<file path="src/rtl/edo_cycle_decoder.sv">
module edo_cycle_decoder #(
  parameter int ROW_W   = 4,
  parameter int COL_W   = 4,
  parameter int BYTE_W  = 8,
  parameter int SR_CYC  = 25000,
  parameter int RAS_MAX = 2500
) (
  input  logic                       clk,
  input  logic                       rst_n,
  input  logic                       ras_n,
  input  logic                       ucas_n,
  input  logic                       lcas_n,
  input  logic                       we_n,
  input  logic                       oe_n,
  input  logic [((ROW_W > COL_W) ? ROW_W : COL_W)-1:0] addr,
  input  logic [2*BYTE_W-1:0]        din,
  output logic [2:0]                 op,
  output logic [1:0]                 wr_lane,
  output logic [ROW_W-1:0]           row,
  output logic [COL_W-1:0]           col,
  output logic [2*BYTE_W-1:0]        dout,
  output logic [1:0]                 dq_oe,
  output logic                       violation
);
  localparam int DW    = 2 * BYTE_W;
  localparam int MW    = ROW_W + COL_W;
  localparam int DEPTH = 1 << MW;
  localparam int CMAX  = (SR_CYC > RAS_MAX) ? SR_CYC : RAS_MAX;
  localparam int CW    = $clog2(CMAX + 1);
  localparam logic [CW-1:0] SR_L   = CW'(SR_CYC);
  localparam logic [CW-1:0] RMAX_L = CW'(RAS_MAX);
  localparam logic [CW-1:0] CMAX_L = CW'(CMAX);

  localparam logic [2:0] OP_STBY = 3'd0, OP_READ = 3'd1, OP_EWR = 3'd2, OP_DWR = 3'd3,
                         OP_RMW  = 3'd4, OP_CBR  = 3'd5, OP_RONLY = 3'd6, OP_SELF = 3'd7;

  logic          ras_q, we_q, oe_q;
  logic [1:0]    cas_q;
  logic [1:0]    valid;
  logic [CW-1:0] cnt;
  logic [DW-1:0] mem [DEPTH];

  wire [1:0] cas_lo    = {~ucas_n, ~lcas_n};
  wire [1:0] cas_lo_q  = ~cas_q;
  wire [1:0] lane_fall = cas_lo & ~cas_lo_q;
  wire       any_fall  = (|cas_lo) & ~(|cas_lo_q);
  wire       ras_fall  = ras_q & ~ras_n;
  wire       ras_rise  = ~ras_q & ras_n;
  wire       we_fall   = we_q & ~we_n;
  wire       oe_rise   = ~oe_q & oe_n;
  wire       refr      = (op == OP_CBR) || (op == OP_SELF);
  wire       acc       = ~ras_n & ~ras_q & ~refr;
  wire       idle      = ras_n & ucas_n & lcas_n;
  wire       stagger   = (lane_fall[0] & cas_lo_q[1]) | (lane_fall[1] & cas_lo_q[0]);
  wire [MW-1:0] ra     = {row, addr[COL_W-1:0]};

  logic [1:0]    wr_ev, rd_ev;
  logic [MW-1:0] wa [2];

  always_comb begin
    for (int i = 0; i < 2; i++) begin
      wr_ev[i] = acc & ((lane_fall[i] & ~we_n) | (we_fall & cas_lo[i]));
      rd_ev[i] = acc & lane_fall[i] & we_n;
      wa[i]    = {row, lane_fall[i] ? addr[COL_W-1:0] : col};
    end
  end

  assign dq_oe = valid & {2{~oe_q}};

  always_ff @(posedge clk) begin
    for (int i = 0; i < 2; i++)
      if (wr_ev[i]) mem[wa[i]][i*BYTE_W +: BYTE_W] <= din[i*BYTE_W +: BYTE_W];
  end

  always_ff @(posedge clk or negedge rst_n) begin
    if (!rst_n) begin
      ras_q <= 1'b1; we_q <= 1'b1; oe_q <= 1'b1; cas_q <= 2'b11;
      op <= OP_STBY; wr_lane <= '0; row <= '0; col <= '0; dout <= '0;
      valid <= '0; cnt <= '0; violation <= 1'b0;
    end else begin
      ras_q <= ras_n; we_q <= we_n; oe_q <= oe_n; cas_q <= {ucas_n, lcas_n};
      wr_lane <= wr_ev;

      if (ras_n) cnt <= '0;
      else if (cnt != CMAX_L) cnt <= cnt + 1'b1;

      violation <= (acc & stagger) | (~ras_n & ~refr & (cnt == RMAX_L));

      if (ras_fall) begin
        op <= (|cas_lo) ? OP_CBR : OP_STBY;
        if (~|cas_lo) row <= addr[ROW_W-1:0];
      end else if (ras_rise && op == OP_STBY)
        op <= OP_RONLY;
      else if (acc && any_fall)
        op <= we_n ? OP_READ : OP_EWR;
      else if (acc && we_fall && op == OP_READ && |cas_lo)
        op <= (|dq_oe) ? OP_RMW : OP_DWR;
      else if (op == OP_CBR && ~ras_n && &cas_lo && cnt == SR_L)
        op <= OP_SELF;

      if (acc && |lane_fall) col <= addr[COL_W-1:0];

      for (int i = 0; i < 2; i++)
        if (rd_ev[i]) dout[i*BYTE_W +: BYTE_W] <= mem[ra][i*BYTE_W +: BYTE_W];

      if (idle || we_fall || (oe_rise && ~|cas_lo))
        valid <= '0;
      else
        for (int i = 0; i < 2; i++)
          if (acc && lane_fall[i]) valid[i] <= we_n;
          else if (acc && any_fall && !cas_lo[i]) valid[i] <= 1'b0;
    end
  end

  AST_CBR_NO_WRITE: assert property (@(posedge clk) disable iff (!rst_n)
    op == OP_CBR |-> wr_lane == 2'b00);
  AST_EARLY_WR_HIZ: assert property (@(posedge clk) disable iff (!rst_n)
    (acc && any_fall && !we_n) |=> dq_oe == 2'b00);
  AST_LANE_LO_GATED: assert property (@(posedge clk) disable iff (!rst_n)
    wr_lane[0] |-> $past(!lcas_n));
  AST_LANE_HI_GATED: assert property (@(posedge clk) disable iff (!rst_n)
    wr_lane[1] |-> $past(!ucas_n));
  AST_IDLE_NO_DRIVE: assert property (@(posedge clk) disable iff (!rst_n)
    (ras_n && ucas_n && lcas_n) |=> dq_oe == 2'b00);
  AST_WE_FALL_OFF: assert property (@(posedge clk) disable iff (!rst_n)
    (we_q && !we_n) |=> dq_oe == 2'b00);
endmodule

</file>
<file path="config.mk">
export PLATFORM = sky130hd
export DESIGN_NAME = edo_cycle_decoder
export DESIGN_NICKNAME = d
export VERILOG_FILES = /design/src/rtl/edo_cycle_decoder.sv
export SDC_FILE = /design/constraint.sdc
export NUM_CORES = 2
export LEC_CHECK = 0
export BUFFER_PORTS_ARGS = -buffer_cell sky130_fd_sc_hd__buf_2
export CORE_AREA = 2 2 639 641
export DETAILED_ROUTE_END_ITERATION = 16
export DIE_AREA = 0 0 641 643
export PLACE_DENSITY_LB_ADDON = 0.12
export SETUP_SLACK_MARGIN = 0.3
export SYNTH_ARGS = -nofsm -noshare
export SYNTH_HDL_FRONTEND = slang
export SYNTH_SLANG_ARGS = --single-unit
</file>
<file path="constraint.sdc">
create_clock -name clk -period 3.9 [get_ports clk]
set_input_delay 0.78 -clock clk [delete_from_list [all_inputs] [get_ports clk]]
set_output_delay 0.78 -clock clk [all_outputs]
set_load 0.1 [all_outputs]
</file>
* Word level (Yosys, flattened, before mapping)
Memory sizes are Yosys's and may differ from the RTL's. Cells that the tools add are included.
Storage, ports and cells: flip-flop bits (word level) 52, memory bits (writable) 4096, input port bits 27, output and inout bits 32, word-level logic and storage cells 113, memories kept 1
Memories:
- mem | words 256, bits a word 16, rd ports 1, clocked after memory_dff 0, wr ports 2, line 41 | logic [DW-1:0] mem [DEPTH];
Cells by class: add/sub/neg operators 1, equality and inequality tests 6, mux-type cells 21, bitwise gates (word level) 41, reductions and logical operators 29
Operators with widths (number):
- 2-to-1 mux 15 bit | 2
- AND 1 bit | 24
- 2-to-1 mux 3 bit | 7
- adder 15 x 1 -> 15 bit (second input constant) | 1
- == test 15 x 12 -> 1 bit (second input constant) | 1
- == test 15 bit (second input constant) | 1
- != test 15 bit (second input constant) | 1
- logical AND 1 bit | 14
- NOT 1 bit | 9
- 2-to-1 mux 1 bit | 8
- 2-to-1 mux 4 bit | 2
- OR reduction 2 bit | 4
- == test 3 bit (second input constant) | 2
- nonzero test 3 bit | 2
- nonzero test 5 bit | 1
- AND 2 bit | 2
- 2-to-1 mux 2 bit | 2
- NOT 2 bit | 2
- OR 1 bit | 4
- AND reduction 2 bit | 2
- == test 3 x 1 -> 1 bit (second input constant) | 1
- zero test 3 bit | 1
- logical OR 1 bit | 3
- nonzero test 2 bit | 1
- zero test 1 bit | 1

* Logic depth before layout (Yosys ltp)
depth in word-level cells 11, depth in mapped cells 14, depth with buffers taken out 8

* Worst setup path before layout
OpenSTA, ideal clock, no wires.
path kind reg2reg, start register row[0], end memory mem[179][10] in the netlist's numbering (enable), library setup time 0.370 ns, arrival time 3.176 ns, required time 3.530 ns, path slack 0.353 ns, stages on the path, launching flop included 10, path buffers 7, clock period less this slack 3.547 ns, cell sequence dfrtp_1 -> buf_2 -> buf_4 -> buf_2 -> buf_2 -> buf_2 -> buf_1 -> nand4_1 -> clkbuf_1 -> nor2_1
RTL lines:
- start, declared | line 19 | output logic [ROW_W-1:0] row,
- start signal, assigned | line 91 | if (~|cas_lo) row <= addr[ROW_W-1:0];
- end, declared | line 41

* Worst setup path after layout
start register row[1], end register dout[7], read port of mem
Between the ends: word-level cells in the longest chain between the ends 1
RTL lines:
- memory read (256 x 16 bit)
- end, declared | line 21 | output logic [2*BYTE_W-1:0] dout,
No other way between the ends. A chain may end at the register's enable or synchronous reset.

==> results.ini <==
[final_layout]
nets=8914
layout-drive-gt1-share=0.329
area_delta_synth_final_pct=18.8

[sta]
worst_pin_slew_ns=1.21
drv_slew=0
fin_crit_sh=0.918
setup_violations=0
slew_headroom=0.188
fin_skew_ns=0.0670
fmax_ghz=0.279
worst_hold_slack_ns=0.107
grt_setup_unrepaired=yes
min_period_ns=3.58
fin_ws_ns=0.320
hold_viol_final=0

[yosys]
syn_area_per_cell_um2=21.4
syn_nets=7576
synthCells=7547
synth_warnings=0
synth_cell_types=74
synth_edf_count=4096
yosysSeqAreaShare=0.769
ys_seq_elements=4148
synth_ff_type=edfxtp_1
ys_top_cells_by_count=edfxtp_1 (4096), mux4_2 (1017), nor2_1 (598)
synth_top_area_cell=edfxtp_1
ys_top_cells_by_area=edfxtp_1 (76%), mux4_2 (14%), mux2i_1 (2.3%), nor2_1 (1.4%), dfrtp_1 (0.73%)
synth.most_common_cell=edfxtp_1
ys_async_sr_fraction=0.0125
syn-cell-area_um2=162000
synth_top_area_frac=0.761

[clock_network]
cts_tree=done
cts_max_path_buffers=4
clk_pin_slew_ns=0.06
cts_setup_buffers=0
htree_num_levels=5
clk_latency_ns=1.01
cts_root_buffer=clkbuf_16
cts_sinks=4148
numCtsBuffers=437

[floorplanning]
die_h_um=643
initial_core_util=0.399
row_count=234
core_um2=405000
io_pins=59
dieArea_um2=412000
die_x_um=641

[power]
leakagePower_nw=62.5
power_frac_comb=0.091
power_frac_clock=0.416
p_int_w=0.0759
p_sw_w=0.0241
vdd_drop_max_uv=405
p_seq_frac=0.493
powerDensity_nw_per_um2=521
swShare=0.241

[placement]
place_hpwl_mm=336
place.gp.congestion=0.855
io_buffers=58
dp_slack_ns=-0.916

[global_route]
antenna_found_initial=37
grt_max_degree=114
grt_first_pass_wirelength_mm=705
track_usage=0.246
gr-total-overflow=0
grt_pass1_vias=85225

[status]
status=complete, no violations

[routing]
drt_iter0_drc=10556
dr.pass1.iters=5
wire_per_inst_um=34.9
via_per_inst=5.77
drc=0
vias=84685
finalWirelength_mm=512
ant_nets=0

[flow_run]
cap_violations=0

[worst_setup_path]
cp_slowest_cell=dfrtp_4
arrival_ns=4.49
start_kind=register
critPathRequiredTime_ns=4.81
crit_fanout=16
critical_path_class=register to register
end_kind=register
slowest_delay_ns=0.61
critical_path.cell_chain=nand2b_1 > nor2_1 > buf_4 > nand2_1 > o22ai_1 > nor4_1 > nand4_1 > o22a_1

[min_path]
hold_class=primary input to register

cells in the final DEF (no fill, tap or decap), drive strengths merged, types with 8 or more instances in the layout:
| cell type | instances |
|---|---|
| a2111oi | 8 |
| a211oi | 21 |
| a21oi | 65 |
| a221oi | 57 |
| a22o | 9 |
| a22oi | 80 |
| a31oi | 19 |
| and2 | 11 |
| buf | 1313 |
| bufinv | 47 |
| clkbuf | 548 |
| clkinv | 193 |
| clkinvlp | 11 |
| dfrtp | 47 |
| diode | 9 |
| edfxtp | 4096 |
| inv | 28 |
| mux2 | 12 |
| mux2i | 366 |
| mux4 | 1017 |
| nand2 | 254 |
| nand2b | 17 |
| nand3 | 55 |
| nand4 | 25 |
| nor2 | 598 |
| nor2b | 25 |
| nor3 | 37 |
| nor4 | 24 |
| o211ai | 9 |
| o21ai | 70 |
| o22ai | 62 |
area by class of cell:
type,count,area (um2)
multi-input combinational,2949,34700
clock inverter,264,2730
inverter,15,75.1
tap,5428,6790
antenna,9,22.5
fill,33752,213000
sequential,4148,124000
timing repair buffer,1334,11800
clock buffer,532,11500
per-layer routing:
| metal | wire length, um | share of wire | vias to the layer above | global-route usage |
|---|---|---|---|---|
| met5 | 97 | 0.00019 | - | 0 |
| met3 | 36800 | 0.072 | 598 | 0.0385 |
| li1 | - | - | 34241 | - |
| met4 | 13500 | 0.026 | 14 | 0.0597 |
| met2 | 241000 | 0.47 | 3485 | 0.388 |
| met1 | 220000 | 0.43 | 46347 | 0.360 |
cell families after synthesis:
kind of cell,count (synthesis),share of synthesized area
adders and majority gates,2,0.000155
DFF,4148,0.769
muxes,1395,0.165
and+or+nand+nor,1078,0.0281
AOI/OAI and AO/OA,463,0.0199
xor gates and xnor gates,11,0.000596
buffers and inverters,450,0.0165
state kept, by name (all words and copies together), names as in the netlist:
| name | cells |
|---|---|
| cnt | 15 |
| dout | 16 |
| cas_q | 2 |
| ras_q | 1 |
| wr_lane | 2 |
| mem | 4096 |
| oe_q | 1 |
| valid | 2 |
| col | 4 |
| op | 3 |
| row | 4 |
| we_q | 1 |
| violation | 1 |
timing repair:
| item | in CTS | in global routing |
|---|---|---|
| hold endpoints to repair | 30 | 0 |
| resized for setup | 4 | 2 |
| pin swaps | 0 | 1 |
| hold buffers | 5 | 0 |
| endpoints found under the setup margin | 4 | 9 |
worst paths after layout:
check | slack, ns | end | depth (start not counted) | from
min in group asynchronous | 0.41 | row[0]$_DFFE_PN0P_ | 2 | rst_n
min | 0.11 | ras_q$_DFF_PN1_ | 2 | ras_n
max in group asynchronous | 2.69 | cas_q[1]$_DFF_PN1_ | 3 | rst_n
max reg2reg | 0.32 | dout[7]$_DFFE_PN0P_ | 8 | row[1]$_DFFE_PN0P_
min reg2reg | 0.52 | dout[13]$_DFFE_PN0P_ | 1 | dout[13]$_DFFE_PN0P_
max | 0.32 | dout[7]$_DFFE_PN0P_ | 8 | row[1]$_DFFE_PN0P_
per-stage QoR:
step | TNS (ns) | std cells | util | cell area [um2] | power (W)
2_1_floorplan | 0 | 7547 | - | 162000 | 0.0541
3_3_place_gp | -6.80 | 13869 | 0.438 | 178000 | 0.0593
3_5_place_dp | -6.85 | 13869 | 0.438 | 178000 | 0.0594
4_1_cts | 0 | 14670 | 0.474 | 192000 | 0.101
5_1_grt | 0 | 14671 | 0.474 | 192000 | 0.103
6_report | 0 | 14679 | 0.474 | 192000 | 0.100
critical path: cells and delay by family, from the launching register on:
family | cells | cell delay (ns)
simple gates | 5 | 1.94
compound gates | 2 | 0.71
buf+inv | 1 | 0.21
flops | 1 | 0.61
power groups by stage:
| stage | Sequential (W) | Clock [W] | Combinational (W) |
|---|---|---|---|
| after floorplan | 0.0508 | 0 | 0.00329 |
| after global placement | 0.0503 | 0 | 0.00908 |
| after detailed placement | 0.0503 | 0 | 0.00912 |
| after CTS | 0.0493 | 0.0423 | 0.00914 |
| after global routing | 0.0493 | 0.0440 | 0.00934 |
| final | 0.0493 | 0.0416 | 0.00914 |
(Power assumes the default switching activity.)
